### src/rtl/phy_stat_pkg.sv
package phy_stat_pkg;

    localparam int ADDR_W  = 5;
    localparam int DATA_W  = 16;
    localparam int CNT_W   = 16;
    localparam int NUM_CNT = 3;

    localparam logic [ADDR_W-1:0] A_CTRL    = 5'd17;
    localparam logic [ADDR_W-1:0] A_PHYADDR = 5'd18;
    localparam logic [ADDR_W-1:0] A_CNT0    = 5'd19;

    typedef enum int {
        CNT_FALSE_CARRIER = 0,
        CNT_DISCONNECT    = 1,
        CNT_ERR_FRAME     = 2
    } cnt_idx_e;

    typedef struct packed {
        logic ext_squelch;
        logic link_off;
        logic jabber_off;
    } ctrl_t;

    localparam ctrl_t CTRL_RST = '{ext_squelch: 1'b0, link_off: 1'b0, jabber_off: 1'b0};

    function automatic logic [ADDR_W-1:0] cnt_addr(input int idx);
        return A_CNT0 + ADDR_W'(idx);
    endfunction

    function automatic ctrl_t ctrl_from_word(input logic [DATA_W-1:0] w);
        ctrl_t c;
        c.ext_squelch = w[2];
        c.link_off    = w[1];
        c.jabber_off  = w[0];
        return c;
    endfunction

    function automatic logic [DATA_W-1:0] ctrl_to_word(input ctrl_t c);
        return {{(DATA_W-3){1'b0}}, c.ext_squelch, c.link_off, c.jabber_off};
    endfunction

endpackage

### src/rtl/phy_stat_sat_cnt.sv
module phy_stat_sat_cnt #(
    parameter int W = 16
) (
    input  logic         clk,
    input  logic         rst,
    input  logic         inc_i,
    input  logic         clr_i,
    output logic [W-1:0] cnt_o
);
    localparam logic [W-1:0] CMAX = {W{1'b1}};

    logic [W-1:0] cnt_q;
    logic [W-1:0] cnt_d;

    always_comb begin
        if (clr_i) begin
            cnt_d = inc_i ? W'(1) : '0;
        end else if (inc_i && (cnt_q != CMAX)) begin
            cnt_d = cnt_q + W'(1);
        end else begin
            cnt_d = cnt_q;
        end
    end

    always_ff @(posedge clk) begin
        if (rst) begin
            cnt_q <= '0;
        end else begin
            cnt_q <= cnt_d;
        end
    end

    assign cnt_o = cnt_q;
endmodule

### src/rtl/phy_stat_frm_err.sv
module phy_stat_frm_err (
    input  logic clk,
    input  logic rst,
    input  logic start_i,
    input  logic end_i,
    input  logic err_i,
    output logic count_o
);
    logic seen_q;
    logic seen_d;

    assign count_o = err_i && (start_i || !seen_q);

    always_comb begin
        if (end_i) begin
            seen_d = 1'b0;
        end else if (start_i) begin
            seen_d = err_i;
        end else begin
            seen_d = seen_q || err_i;
        end
    end

    always_ff @(posedge clk) begin
        if (rst) begin
            seen_q <= 1'b0;
        end else begin
            seen_q <= seen_d;
        end
    end
endmodule

### src/rtl/phy_stat_regs.sv
module phy_stat_regs
    import phy_stat_pkg::*;
#(
    parameter logic [4:0] PHY_ADDR = 5'd1
) (
    input  logic              clk,
    input  logic              rst,
    input  logic              false_carrier_i,
    input  logic              disconnect_i,
    input  logic              frame_start_i,
    input  logic              frame_end_i,
    input  logic              rx_error_i,
    input  logic [ADDR_W-1:0] reg_addr_i,
    input  logic              reg_rd_i,
    input  logic              reg_wr_i,
    input  logic [DATA_W-1:0] reg_wdata_i,
    output logic [DATA_W-1:0] reg_rdata_o,
    output logic              ext_squelch_en_o,
    output logic              link_check_off_o,
    output logic              jabber_off_o
);
    logic [NUM_CNT-1:0]            evt;
    logic [NUM_CNT-1:0]            clr;
    logic [NUM_CNT-1:0][CNT_W-1:0] cnt_q;
    logic                          frm_err_cnt;
    ctrl_t                         ctrl_q;
    logic [DATA_W-1:0]             rd_val;
    logic [DATA_W-1:0]             rdata_q;

    phy_stat_frm_err u_frm_err (
        .clk     (clk),
        .rst     (rst),
        .start_i (frame_start_i),
        .end_i   (frame_end_i),
        .err_i   (rx_error_i),
        .count_o (frm_err_cnt)
    );

    assign evt[CNT_FALSE_CARRIER] = false_carrier_i;
    assign evt[CNT_DISCONNECT]    = disconnect_i;
    assign evt[CNT_ERR_FRAME]     = frm_err_cnt;

    for (genvar gi = 0; gi < NUM_CNT; gi++) begin : g_cnt
        assign clr[gi] = reg_rd_i && (reg_addr_i == cnt_addr(gi));

        phy_stat_sat_cnt #(.W(CNT_W)) u_cnt (
            .clk   (clk),
            .rst   (rst),
            .inc_i (evt[gi]),
            .clr_i (clr[gi]),
            .cnt_o (cnt_q[gi])
        );
    end

    always_ff @(posedge clk) begin
        if (rst) begin
            ctrl_q <= CTRL_RST;
        end else if (reg_wr_i && (reg_addr_i == A_CTRL)) begin
            ctrl_q <= ctrl_from_word(reg_wdata_i);
        end
    end

    always_comb begin
        rd_val = '0;
        if (reg_addr_i == A_CTRL) begin
            rd_val = ctrl_to_word(ctrl_q);
        end
        if (reg_addr_i == A_PHYADDR) begin
            rd_val = {{(DATA_W-5){1'b0}}, PHY_ADDR};
        end
        for (int i = 0; i < NUM_CNT; i++) begin
            if (reg_addr_i == cnt_addr(i)) begin
                rd_val = cnt_q[i];
            end
        end
    end

    always_ff @(posedge clk) begin
        if (rst) begin
            rdata_q <= '0;
        end else begin
            rdata_q <= reg_rd_i ? rd_val : '0;
        end
    end

    assign reg_rdata_o      = rdata_q;
    assign ext_squelch_en_o = ctrl_q.ext_squelch;
    assign link_check_off_o = ctrl_q.link_off;
    assign jabber_off_o     = ctrl_q.jabber_off;
endmodule

### config.mk
export PLATFORM = sky130hd
export DESIGN_NAME = phy_stat_regs
export DESIGN_NICKNAME = d
export VERILOG_FILES = /design/src/rtl/phy_stat_pkg.sv /design/src/rtl/phy_stat_sat_cnt.sv /design/src/rtl/phy_stat_frm_err.sv /design/src/rtl/phy_stat_regs.sv
export SDC_FILE = /design/constraint.sdc
export NUM_CORES = 1
export LEC_CHECK = 0
export CAP_MARGIN = 20
export CELL_PAD_IN_SITES_DETAIL_PLACEMENT = 1
export CELL_PAD_IN_SITES_GLOBAL_PLACEMENT = 1
export CORE_MARGIN = 3
export CORE_UTILIZATION = 40
export CTS_BUF_LIST = sky130_fd_sc_hd__clkbuf_16
export DETAILED_ROUTE_END_ITERATION = 10
export GPL_TIMING_DRIVEN = 0
export PLACE_DENSITY_LB_ADDON = 0.1
export SLEW_MARGIN = 25
export SYNTH_ARGS = -nofsm -noshare
export SYNTH_HDL_FRONTEND = slang
export SYNTH_SLANG_ARGS = --single-unit
### constraint.sdc
create_clock -name clk -period 2 [get_ports clk]
set_clock_uncertainty 0.05 [all_clocks]
set_input_delay 0.3 -clock clk [delete_from_list [all_inputs] [get_ports clk]]
set_output_delay 0.3 -clock clk [all_outputs]
set_load 0.01 [all_outputs]
==> out/metrics.yaml <==
status:
  status: "completed"
route:
  vias: 2989
  final_antenna_net_count: 0
  drt-initial-drc-count: 221
  first_pass_iters: 5
  drc: 0
  viasPerCell: 5.737
  drt_wl_total_um: 9299
  wl_per_cell_um: 17.85
synth:
  yosysSeqAreaShare_pct: 43.09
  synth_nets: 396
  yosys_warnings: 0
  synth-edff-count: 0
  avgSynthCellArea_um2: 8.703
  syn_inst: 363
  ys_dominant_reg_cell: "dfxtp_1"
  async_flop_share_pct: 0
  synth.distinct_cells: 46
  syn_area_um2: 3159
  ys_ff_latch: 68
die:
  pin_count: 49
  start_util_pct: 42.42
  die_w_um: 94.87
  die_y_um: 94.87
  core_um2: 7447
  dieArea_um2: 9000
  placementRows: 31
cts:
  cts_root_buffer: "clkbuf_16"
  htree_num_levels: 3
  cts_tree: "built"
  cts_hold_buf: 0
  cts_buffers: 9
  clock_sinks: 68
  clockBufferDepth: 2
  insertion_delay_ps: 330
  clk_pin_slew_ps: 60
setup_path:
  cp.arrival_ps: 2130
  path_buf_inv: 1
  worst-path-max-fanout: 7
  required_ps: 2200
  crit_family: "simple AND/OR/NAND/NOR gates"
  worst_setup_path_end_kind: "register"
  crit_type: "register to register"
  cp_cell_sequence: "ha_1 -> and2_1 -> or3b_1 -> buf_2 -> or3_1 -> a21oi_1"
  start_kind: "register"
  slowest_stage: "dfxtp_1"
  cpPeakStageDelay_ps: 370
placed_design:
  placed_area_um2: 3623
  dp_hpwl_um: 6543
  io_buffers: 34
  dpl_worst_slack_ps: -731.0
  gp_congestion: 0.8401
pwr:
  seqPwrFrac_pct: 45.3
  p_per_area_nw_per_um2: 744.0
  leakagePower_nw: 1.414
  combPwrFrac_pct: 4.6
  power_switching_uw: 675.5
  clockPowerShare_pct: 50.0
  p_int_mw: 2.381
  switching_share_pct: 22.10
  finalPower_mw: 3.056
  vdd.ir_drop.worst_uv: 365.7
global_routing:
  grt_max_degree: 12
  antenna_found_initial: 0
  grt.overflow.total: 0
  grt_pass1_wl_um: 15260
  grt_pass1_vias: 3015
  grt_usage_pct: 21.96
timing:
  finalCritPeriodShare_pct: 96.26
  max_slew_margin_pct: 65.11
  finalHoldViolCount: 0
  slew_viol_final: 0
  tightest_slew_ps: 523.3
  finalCriticalPeriod_ps: 1925
  timing.hold.ws_ps: 472.9
  finalSetupViolations: 0
  max_freq_mhz: 519.4
  fin_ws_ps: 74.83
finish:
  drive_gt1_share_pct: 12.80
  area_growth_pct: 30.02
  fin_area_um2: 4108
  nNetsFinal: 450
  final_util_pct: 55.16
  diodes: 0
job:
  cap_viol_max_count: 0
min_path:
  hp-class: "register to register"
## final timing paths
path	start	endpoint	slack [ps]	cells after the start
worst max-delay path	g_cnt[0].u_cnt.cnt_o[1]	g_cnt[0].u_cnt.cnt_o[12]	70	6
worst min register to register	g_cnt[1].u_cnt.cnt_o[6]	g_cnt[1].u_cnt.cnt_o[6]	470	2
worst min-delay path	g_cnt[1].u_cnt.cnt_o[6]	g_cnt[1].u_cnt.cnt_o[6]	470	2
worst max register to register	g_cnt[0].u_cnt.cnt_o[1]	g_cnt[0].u_cnt.cnt_o[12]	70	6
## synth_stat cells (2+ instances only)
cell      instances  area share [%]
dfxtp_1          68              43
o21ai_0           8             1.3
nor3b_1           4            0.95
mux2_2            2            0.71
nor2b_1           3            0.59
nand3b_1          4            0.95
a22oi_1           2            0.48
nor2_1           62             7.4
nand4_1          11             2.2
mux2i_1           6             1.9
a21o_1            3            0.71
nand2_1          24             2.9
a222oi_1         13             4.1
and4_1            4             1.1
ha_1              3             1.2
nand2b_1          6             1.2
xor2_1            6             1.7
or3_1             5            0.99
and2_1            2            0.40
nand3_1          18             2.9
nor4_1           10             2.0
inv_1             4            0.48
nor4b_1           2            0.55
clkbuf_1          7            0.83
nor3_1           17             2.7
a21oi_1          15             2.4
buf_2             4            0.63
a211oi_1          3            0.71
xnor2_1          30             8.3
## layout by cell type, fill, tap and decap left out, types with 5 or more instances in the layout
master / n
a21oi_1: 15
a222oi_1: 13
buf_4: 10
clkbuf_16: 9
clkdlybuf4s50_1: 34
dfxtp_1: 64
inv_1: 6
mux2i_1: 6
nand2_1: 23
nand3_1: 16
nand4_1: 11
nor2_1: 62
nor3_1: 15
nor4_1: 7
o21ai_0: 8
or3_1: 5
xnor2_1: 30
xor2_1: 6
## registers in the layout (all words and copies together), names as in the netlist
register           count
jabber_off_o           1
link_check_off_o       1
reg_rdata_o           16
g_cnt.u_cnt.cnt_o     48
u_frm_err.seen_q       1
ext_squelch_en_o       1
## power groups by stage
stage	Combinational, mW	Clock, mW	Sequential (mW)
floorplan	0.0713	0	1.41
global placement	0.131	0	1.41
detailed placement	0.133	0	1.41
CTS	0.139	1.54	1.38
global route	0.158	1.61	1.39
finish	0.142	1.53	1.38
## area by class of cell
class | count | area [um2]
fill | 883 | 3339
multi-input combinational | 279 | 1848
sequential | 68 | 1366
timing repair buffer | 44 | 415.4
clock buffer | 9 | 225.2
tap | 99 | 123.9
clock inverter | 7 | 60.06
buffer | 11 | 53.80
inverter | 4 | 15.01
## cell families after synthesis
| family | synth area share, % |
|---|---|
| compound gates | 11.60 |
| xor+xnor | 9.980 |
| fa+ha+maj | 1.188 |
| buf+inv | 2.059 |
| flops | 43.09 |
| mux | 2.614 |
| simple gates | 29.47 |
## metrics by stage
step / TNS [ps] / instances
floorplan: 0 / 363
global placement: -22050 / 496
detailed placement: -22980 / 496
CTS: 0 / 517
global route: -275.7 / 521
finish: 0 / 521
## worst reg2reg max path, stage by stage, from the launching register on
cell     delay [ps]
dfxtp_1         370
ha_1            180
and2_1          190
or3b_1          370
buf_2           180
or3_1           350
a21oi_1         150
## per-layer routing
| metal | vias up | wire length, um | GRT usage (%) |
|---|---|---|---|
| li1 | 1442 | - | - |
| met1 | 1448 | 4185 | 28.59 |
| met2 | 81 | 4513 | 36.29 |
| met3 | 18 | 415 | 3.665 |
| met4 | 0 | 184 | 8.413 |
| met5 | - | 0 | 0 |
## repair_timing
action / in CTS / in global routing
gates resized for setup: 10 / 19
endpoints found under the setup margin: 38 / 42
buffers inserted: 5 / 5
pin swaps: 2 / 5
No activity file was read; power rests on OpenSTA's default activity.
